===== config.mk =====
export PLATFORM = sky130hd
export DESIGN_NAME = mxb_bus_seq
export DESIGN_NICKNAME = d
export VERILOG_FILES = /design/src/rtl/mxb_pkg.sv /design/src/rtl/mxb_cycle_last.sv /design/src/rtl/mxb_strobe_decode.sv /design/src/rtl/mxb_bus_seq.sv
export SDC_FILE = /design/constraint.sdc
export NUM_CORES = 1
export LEC_CHECK = 0
export ABC_AREA = 1
export BUFFER_PORTS_ARGS = -buffer_cell sky130_fd_sc_hd__buf_4
export CORE_UTILIZATION = 40
export DETAILED_ROUTE_END_ITERATION = 10
export GPL_ROUTABILITY_DRIVEN = 1
export PLACE_DENSITY_LB_ADDON = 0.15
export REMOVE_ABC_BUFFERS = 1
export SLEW_MARGIN = 10
export SYNTH_ARGS = -nofsm -noshare
export SYNTH_HDL_FRONTEND = slang
export SYNTH_SLANG_ARGS = --single-unit

===== constraint.sdc =====
create_clock -name clk -period 6 [get_ports clk]
set_input_delay 0.9 -clock clk [delete_from_list [all_inputs] [get_ports clk]]
set_output_delay 0.9 -clock clk [all_outputs]
set_load 0.005 [all_outputs]

===== src/rtl/mxb_pkg.sv =====
package mxb_pkg;

    localparam logic [1:0] KIND_FETCH = 2'd0;
    localparam logic [1:0] KIND_WRITE = 2'd2;

    typedef struct packed {
        logic ale;
        logic psen_n;
        logic rd_n;
        logic wr_n;
        logic oe;
        logic sel_wdata;
        logic sample;
        logic fin;
    } strobe_t;

endpackage


===== src/rtl/mxb_cycle_last.sv =====
module mxb_cycle_last #(
    parameter int FETCH_LAST = 6,
    parameter int DATA_LAST  = 11,
    parameter int CW         = 4
) (
    input  logic [1:0]    kind,
    output logic [CW-1:0] last
);
    localparam logic [CW-1:0] F_LAST = CW'(FETCH_LAST);
    localparam logic [CW-1:0] D_LAST = CW'(DATA_LAST);

    always_comb begin
        if (kind == mxb_pkg::KIND_FETCH) last = F_LAST;
        else                             last = D_LAST;
    end
endmodule


===== src/rtl/mxb_strobe_decode.sv =====
module mxb_strobe_decode #(
    parameter int ALE_HI     = 2,
    parameter int PSEN_DLY   = 1,
    parameter int PSEN_LEN   = 3,
    parameter int DSTB_DLY   = 3,
    parameter int DSTB_LEN   = 6,
    parameter int WDATA_LEAD = 7,
    parameter int RD_SAMPLE  = 5,
    parameter int CW         = 4
) (
    input  logic             active,
    input  logic [1:0]       kind,
    input  logic [CW-1:0]    cnt,
    output mxb_pkg::strobe_t ctl
);
    localparam int ALE_FALL = ALE_HI;
    localparam int ADDR_ON  = ALE_FALL - 1;
    localparam int PSEN_ON  = ALE_FALL + PSEN_DLY;
    localparam int PSEN_OFF = PSEN_ON + PSEN_LEN;
    localparam int STB_ON   = ALE_FALL + DSTB_DLY;
    localparam int STB_OFF  = STB_ON + DSTB_LEN;
    localparam int WD_ON    = STB_OFF - WDATA_LEAD;
    localparam int F_SAMP   = PSEN_OFF - 1;
    localparam int D_SAMP   = STB_ON + RD_SAMPLE - 1;

    logic [CW-1:0] last;
    logic          is_fetch;
    logic          is_wr;
    logic          is_rd;
    int            v;

    mxb_cycle_last #(
        .FETCH_LAST (PSEN_OFF),
        .DATA_LAST  (STB_OFF),
        .CW         (CW)
    ) u_last (
        .kind (kind),
        .last (last)
    );

    function automatic logic in_win(int x, int lo, int hi_ex);
        return (x >= lo) && (x < hi_ex);
    endfunction

    always_comb begin
        v        = int'(cnt);
        is_fetch = (kind == mxb_pkg::KIND_FETCH);
        is_wr    = (kind == mxb_pkg::KIND_WRITE);
        is_rd    = !is_fetch && !is_wr;

        ctl.ale       = active && (v < ALE_FALL);
        ctl.psen_n    = !(active && is_fetch && in_win(v, PSEN_ON, PSEN_OFF));
        ctl.rd_n      = !(active && is_rd && in_win(v, STB_ON, STB_OFF));
        ctl.wr_n      = !(active && is_wr && in_win(v, STB_ON, STB_OFF));
        ctl.sel_wdata = active && is_wr && in_win(v, WD_ON, STB_OFF + 1);
        ctl.oe        = (active && in_win(v, ADDR_ON, ALE_FALL + 1)) || ctl.sel_wdata;
        ctl.sample    = active && ((is_fetch && (v == F_SAMP)) || (is_rd && (v == D_SAMP)));
        ctl.fin       = active && (cnt == last);
    end
endmodule


===== src/rtl/mxb_bus_seq.sv =====
module mxb_bus_seq #(
    parameter int AW         = 16,
    parameter int DW         = 8,
    parameter int ALE_HI     = 2,
    parameter int PSEN_DLY   = 1,
    parameter int PSEN_LEN   = 3,
    parameter int DSTB_DLY   = 3,
    parameter int DSTB_LEN   = 6,
    parameter int WDATA_LEAD = 7,
    parameter int RD_SAMPLE  = 5
) (
    input  logic          clk,
    input  logic          rst_n,
    input  logic          req_valid,
    input  logic [1:0]    req_kind,
    input  logic [AW-1:0] req_addr,
    input  logic [DW-1:0] req_wdata,
    output logic          req_ready,
    output logic          done,
    output logic [DW-1:0] rdata,
    output logic          ale,
    output logic          psen_n,
    output logic          rd_n,
    output logic          wr_n,
    output logic [DW-1:0] ad_out,
    output logic          ad_oe,
    input  logic [DW-1:0] ad_in,
    output logic [AW-DW-1:0] addr_hi
);
    localparam int DATA_LAST = ALE_HI + DSTB_DLY + DSTB_LEN;
    localparam int CW        = $clog2(DATA_LAST + 1);
    localparam int HW        = AW - DW;

    typedef struct packed {
        logic          busy;
        logic [CW-1:0] cnt;
        logic [1:0]    kind;
        logic [AW-1:0] addr;
        logic [DW-1:0] wdata;
    } seq_t;

    typedef struct packed {
        mxb_pkg::strobe_t ctl;
        logic [DW-1:0]    ad;
        logic [HW-1:0]    hi;
        logic [DW-1:0]    rdata;
    } pin_t;

    seq_t             seq_d, seq_q;
    pin_t             pin_d, pin_q;
    mxb_pkg::strobe_t ctl_n;
    logic             take;

    localparam mxb_pkg::strobe_t CTL_IDLE = '{ale: 1'b0, psen_n: 1'b1, rd_n: 1'b1,
                                            wr_n: 1'b1, oe: 1'b0, sel_wdata: 1'b0,
                                            sample: 1'b0, fin: 1'b0};

    assign req_ready = !seq_q.busy || pin_q.ctl.fin;

    always_comb begin
        seq_d = seq_q;
        take  = req_ready && req_valid;
        if (take) begin
            seq_d.busy  = 1'b1;
            seq_d.cnt   = '0;
            seq_d.kind  = req_kind;
            seq_d.addr  = req_addr;
            seq_d.wdata = req_wdata;
        end else if (pin_q.ctl.fin) begin
            seq_d.busy = 1'b0;
        end else if (seq_q.busy) begin
            seq_d.cnt = seq_q.cnt + 1'b1;
        end
    end

    mxb_strobe_decode #(
        .ALE_HI     (ALE_HI),
        .PSEN_DLY   (PSEN_DLY),
        .PSEN_LEN   (PSEN_LEN),
        .DSTB_DLY   (DSTB_DLY),
        .DSTB_LEN   (DSTB_LEN),
        .WDATA_LEAD (WDATA_LEAD),
        .RD_SAMPLE  (RD_SAMPLE),
        .CW         (CW)
    ) u_dec (
        .active (seq_d.busy),
        .kind   (seq_d.kind),
        .cnt    (seq_d.cnt),
        .ctl    (ctl_n)
    );

    always_comb begin
        pin_d     = pin_q;
        pin_d.ctl = ctl_n;
        pin_d.hi  = seq_d.addr[AW-1:DW];
        if (ctl_n.sel_wdata)  pin_d.ad = seq_d.wdata;
        else if (ctl_n.oe)    pin_d.ad = seq_d.addr[DW-1:0];
        else                  pin_d.ad = '0;
        if (pin_q.ctl.sample) pin_d.rdata = ad_in;
    end

    always_ff @(posedge clk) begin
        if (!rst_n) begin
            seq_q       <= '0;
            pin_q       <= '0;
            pin_q.ctl   <= CTL_IDLE;
        end else begin
            seq_q <= seq_d;
            pin_q <= pin_d;
        end
    end

    assign done    = pin_q.ctl.fin;
    assign rdata   = pin_q.rdata;
    assign ale     = pin_q.ctl.ale;
    assign psen_n  = pin_q.ctl.psen_n;
    assign rd_n    = pin_q.ctl.rd_n;
    assign wr_n    = pin_q.ctl.wr_n;
    assign ad_out  = pin_q.ad;
    assign ad_oe   = pin_q.ctl.oe;
    assign addr_hi = pin_q.hi;
endmodule


Word-level counts from Yosys, hierarchy flattened
Cells that the tools add are included.
{"block": "classes", "n_mux": 8, "bitwise_logic": 0, "reduce_logical": 29, "magnitude_cmp": 9, "shift": 0, "add_sub_neg": 1, "n_eq_ne": 4, "mul": 0, "div": 0}
{"operator": "2-to-1 mux 26 bit", "n": 1}
{"operator": "logical AND 1 bit", "n": 19}
{"operator": "2-to-1 mux 8 bit", "n": 2}
{"operator": "2-to-1 mux 4 bit", "n": 3}
{"operator": "equality test 4 bit (second input constant)", "n": 2}
{"operator": ">= comparator 4 x 3 -> 1 bit (second input constant)", "n": 2}
{"operator": "less-than comparator 4 x 2 -> 1 bit (second input constant)", "n": 2}
{"operator": "less-than comparator 4 bit (second input constant)", "n": 2}
{"operator": "logical NOT 1 bit", "n": 6}
{"operator": "2-to-1 mux 5 bit", "n": 1}
{"operator": "adder 4 x 1 -> 4 bit (second input constant)", "n": 1}
{"operator": "equality test 4 bit", "n": 1}
{"operator": ">= comparator 4 x 1 -> 1 bit (second input constant)", "n": 1}
{"operator": ">= comparator 4 x 2 -> 1 bit (second input constant)", "n": 1}
{"operator": "less-than comparator 4 x 3 -> 1 bit (second input constant)", "n": 1}
{"operator": "logical OR 1 bit", "n": 3}
{"operator": "equality test 2 bit (second input constant)", "n": 1}
{"operator": "logical NOT 2 bit", "n": 1}
{"operator": "2-to-1 mux 1 bit", "n": 1}
{"block": "word_totals", "rom_bits": 0, "ram_bits": 0, "inputBits": 37, "register_bits": 62, "n_memories": 0, "latch_bits": 0, "out_inout_bits": 31}

Longest topological paths before layout
{"block": "logic_depth", "word_depth": 10, "mapped_depth": 14}

Hierarchy
A second synthesis with hierarchy kept.
{"block": "hier_totals", "hier_cells": 371, "hier_area_um2": 2662.6}
{"mod": "mxb_bus_seq", "cells_per_inst": 313, "area_each_um2": 2366.0, "instances": 1}
{"mod": "mxb_strobe_decode", "cells_per_inst": 51, "area_each_um2": 262.8, "instances": 1}
{"mod": "mxb_cycle_last", "cells_per_inst": 7, "area_each_um2": 33.8, "instances": 1}

Worst setup path after synthesis
No wires, ideal clock.
{"block": "synth_timing", "kind": "input port to flip-flop", "start": "input port req_valid", "end": "register pin_q, in the netlist ad_out[0]", "setup_ps": 65, "path_slack_ps": 3572, "cell_stages": 11, "t_arrival_ps": 2363, "path_buffers": 2, "path_cell_list": "nand2_4 -> inv_2 -> buf_6 -> o21ai_0 -> o21ai_2 -> ha_1 -> clkbuf_2 -> nand4_4 -> o21ai_2 -> nand2_2 -> nor2_1"}
{"block": "synth_between", "elab_chain_len": 8, "word_cells_on_any_way": 16}
{"element": "from (decl)", "line": "mxb_bus_seq.sv:14", "text": "input logic req_valid,"}
{"element": "logical AND 1 bit (*)", "line": "mxb_bus_seq.sv:62", "text": "take = req_ready && req_valid;"}
{"element": "2-to-1 mux 5 bit or 2-to-1 mux 26 bit (tied branches)", "line": "mxb_bus_seq.sv:63", "text": "if (take) begin"}
{"element": ">= comparator 4 x 1 -> 1 bit, or another cell as far along", "line": "mxb_strobe_decode.sv:42", "text": "return (x >= lo) && (x < hi_ex);"}
{"element": "logical AND 1 bit, on equally long branches", "line": "mxb_strobe_decode.sv:42, mxb_strobe_decode.sv:55"}
{"element": "logical AND 1 bit, on equally long branches", "line": "mxb_strobe_decode.sv:56, mxb_strobe_decode.sv:55"}
{"element": "logical OR 1 bit", "line": "mxb_strobe_decode.sv:56", "text": "ctl.oe = (active && in_win(v, ADDR_ON, ALE_FALL + 1)) || ctl.sel_wdata;"}
{"element": "2-to-1 mux 8 bit", "line": "mxb_bus_seq.sv:97", "text": "else if (ctl_n.oe) pin_d.ad = seq_d.addr[DW-1:0];"}
{"element": "2-to-1 mux 8 bit (*)", "line": "mxb_bus_seq.sv:96", "text": "if (ctl_n.sel_wdata) pin_d.ad = seq_d.wdata;"}
{"element": "to (signal assigned)", "line": "mxb_bus_seq.sv:109", "text": "pin_q <= pin_d;"}
{"element": "to (decl)", "line": "mxb_bus_seq.sv:50", "text": "pin_t pin_d, pin_q;"}
Mark *: on every way between the ends. The rest lies on a longest branch, timed or not.
A chain may end at the register's enable or synchronous reset.

Worst setup path in the final report
{"block": "layout_timing", "start": "input port req_valid", "end": "register pin_q, in the netlist ad_out[2]"}
Same word-level chain as after synthesis.

==> flow_summary.json <==
{
  "p_int_uw": 533.6,
  "ant_nets": 0,
  "critPathMaxStageDelay_ps": 510,
  "power_frac_comb": 0.155,
  "use_met1": 0.2115,
  "die_h_um": 81.16,
  "core_area_mm2": 0.005991,
  "layout-drive-gt1-share": 0.2727,
  "n_antenna_cell": 0,
  "syn-cell-area_mm2": 0.002506,
  "syn-instance-count": 333,
  "post-synth-top-area-cell": "dfxtp_1",
  "final_util": 0.4942,
  "start_util": 0.4183,
  "cp_cell_sequence": "buf_4, nand2_4, inv_2, o21ai_0, o21ai_2, ha_1, nand4_4, o21ai_2, nand2_2, nor2_1",
  "hp-class": "reg2reg",
  "cp_common_cell": "o21ai_2",
  "synth_most_common_cell": "nand2_1",
  "grt_overflow": 0,
  "dpl.hpwl_mm": 3.645,
  "largest-register": "seq_q",
  "cts_resized": 0,
  "ctsHtreeMaxLevel": 2,
  "rr_worst_depth": 11,
  "drt_first_pass_iters": 4,
  "outcome": "finished, final reports clean",
  "area_growth_syn_to_layout_pct": 18.12,
  "grt_pass1_vias": 1764,
  "use_met2": 0.2597,
  "grt_max_degree": 31,
  "p_per_area_mw_per_mm2": 243.4,
  "ys_dominant_reg_cell": "dfxtp_1",
  "multi_input_area_mm2": 0.001050,
  "post_cts_buffers": 0,
  "vdd_drop_max_mv": 0.1202,
  "top_usage_layer": "met2",
  "worst_ep_arrival_time_ps": 3070,
  "largest_reg_flops": 31,
  "p_clk_frac": 0.314,
  "synth_enable_flop_cells": 0,
  "rsz0062_at_grt": "no",
  "p_sw_uw": 186.9,
  "ys_ff_latch": 54,
  "ys_seq_area_frac": 0.4314,
  "grt_usage": 0.1607,
  "path_max_fanout": 30,
  "slew_violations": 0,
  "wirelength_mm": 5.047,
  "yosys-top-cells-count": "62 x nand2_1, 61 x nor2_1, 54 x dfxtp_1",
  "drc": 0,
  "crit_required_ps": 6250,
  "clock_sinks": 54,
  "setup_viol": 0,
  "r2r_setup_slack_ps": 3390,
  "ios": 68,
  "max_cap_violations": 0,
  "met3_usage": 0.03820,
  "avgViaCountPerCell": 4.577,
  "numCtsBuffers": 5,
  "nFillCells": 622,
  "clk_latency_ps": 310,
  "dp.cells": 441,
  "skew_ps": 4.917,
  "crit_slowest_cell": "ha_1",
  "via_count": 2055,
  "final_nets": 416,
  "rows": 28,
  "p_leak_uw": 0.001506,
  "cts-root-buf": "clkbuf_8",
  "die_x_um": 81.16,
  "antenna_found_initial": 0,
  "min_path_cells": 2,
  "slew_headroom": 0.4770,
  "gp_congestion": 0.8146,
  "fin_cells": 449,
  "seqCellArea_mm2": 0.001081,
  "clkTransAtPathRegs_ps": 90,
  "power_frac_seq": 0.531,
  "ys_types": 28,
  "avgSynthCellArea_um2": 7.526,
  "tns_ps": 0,
  "crit_path_end_kind": "flop",
  "synth_area_leaders": "dfxtp_1 43%, nand2_1 9.3%, nor2_1 9.1%, buf_4 7.5%, inv_1 4.5%",
  "port_buffers": 67,
  "drtIter0Drc": 59,
  "clockBufferDepth": 2,
  "cts_tree": "yes",
  "fmax_mhz": 354.3,
  "p_sw_frac": 0.2594,
  "yosysWarnings": 0,
  "start_kind": "primary input",
  "hold_buffers": 0,
  "path_class": "in2reg",
  "synthArstFlopShare": 0,
  "tightest_slew_ps": 779.7,
  "finalCritPeriodShare": 0.4704,
  "hold_viol": 0,
  "period_needed_ps": 2822,
  "synthDominantCellAreaShare": 0.4314,
  "avgRoutedWirePerCell_um": 11.24,
  "grt_pass1_wl_mm": 8.107,
  "whs_ps": 476.5,
  "die-area_mm2": 0.006586
}
layout by cell type (no fill, tap or decap), types with 6 or more instances in the layout:
cell type | netlist | routed
nand2_2 | 7 | 7
o21a_1 | 8 | 8
o21ai_0 | 17 | 17
a21oi_1 | 10 | 10
dfxtp_1 | 54 | 54
nand3_1 | 18 | 18
or2_2 | 8 | 8
clkbuf_8 | 0 | 7
inv_1 | 30 | 30
nand2_1 | 62 | 62
ha_1 | 6 | 6
nor2_1 | 61 | 61
buf_4 | 25 | 67
cell families (layout without fill, tap and decap cells):
kind of cell             count (synthesis)  in the layout  share of synthesized area
adder cells (fa/ha/maj)                  6              6                    0.02995
AND/OR/NAND/NOR                        165            165                     0.2911
AO/OA/AOI/OAI                           40             40                    0.09786
flip-flops                              54             54                     0.4314
buffers and inverters                   68            109                     0.1498
metal layers:
layer,vias to the layer above,share of wire
li1,1090,-
met1,901,0.49
met2,59,0.43
met3,5,0.070
met4,0,0.011
met5,-,0
worst max-delay path, delay by kind of cell:
kind,cells,cell delay (ps)
adders and majority gates,1,510
AOI/OAI and AO/OA,3,530
buffers and inverters,2,400
and+or+nand+nor,4,720
metrics by stage:
stage               cell area, um^2  setup WS [ps]  power [uW]
floorplan                      2258           3407       454.4
global placement               2855           2936       502.1
detailed placement             2855           2828       503.1
CTS                            2960           3149       729.9
global route                   2960           2923       757.2
finish                         2960           3178       720.5
power by group through the flow:
| stage | clock network [uW] | logic [uW] | registers (uW) |
|---|---|---|---|
| 3_5_place_dp | 0 | 112 | 391 |
| 5_1_grt | 246 | 127 | 384 |
| 6_report | 226 | 112 | 382 |
| 2_1_floorplan | 0 | 63.5 | 391 |
| 4_1_cts | 235 | 113 | 383 |
| 3_3_place_gp | 0 | 111 | 391 |
cell type report:
cell class,instances,share of cell area
Multi-Input combinational cell,211,0.3546
Inverter,34,0.04311
Timing Repair Buffer,67,0.1699
Clock buffer,7,0.03254
Clock inverter,1,0.002959
Sequential cell,54,0.3652
Tap cell,75,0.03170
worst paths after layout:
| path | end | startpoint |
|---|---|---|
| setup / recovery | ad_out[2]$_SDFF_PN0_ | req_valid |
| hold / removal | seq_q[1]$_SDFF_PN0_ | seq_q[1]$_SDFF_PN0_ |
| setup reg to reg | ad_out[2]$_SDFF_PN0_ | done$_SDFF_PN0_ |
| hold reg to reg | seq_q[1]$_SDFF_PN0_ | seq_q[1]$_SDFF_PN0_ |
Note: power is estimated with default switching activity, not from simulation.
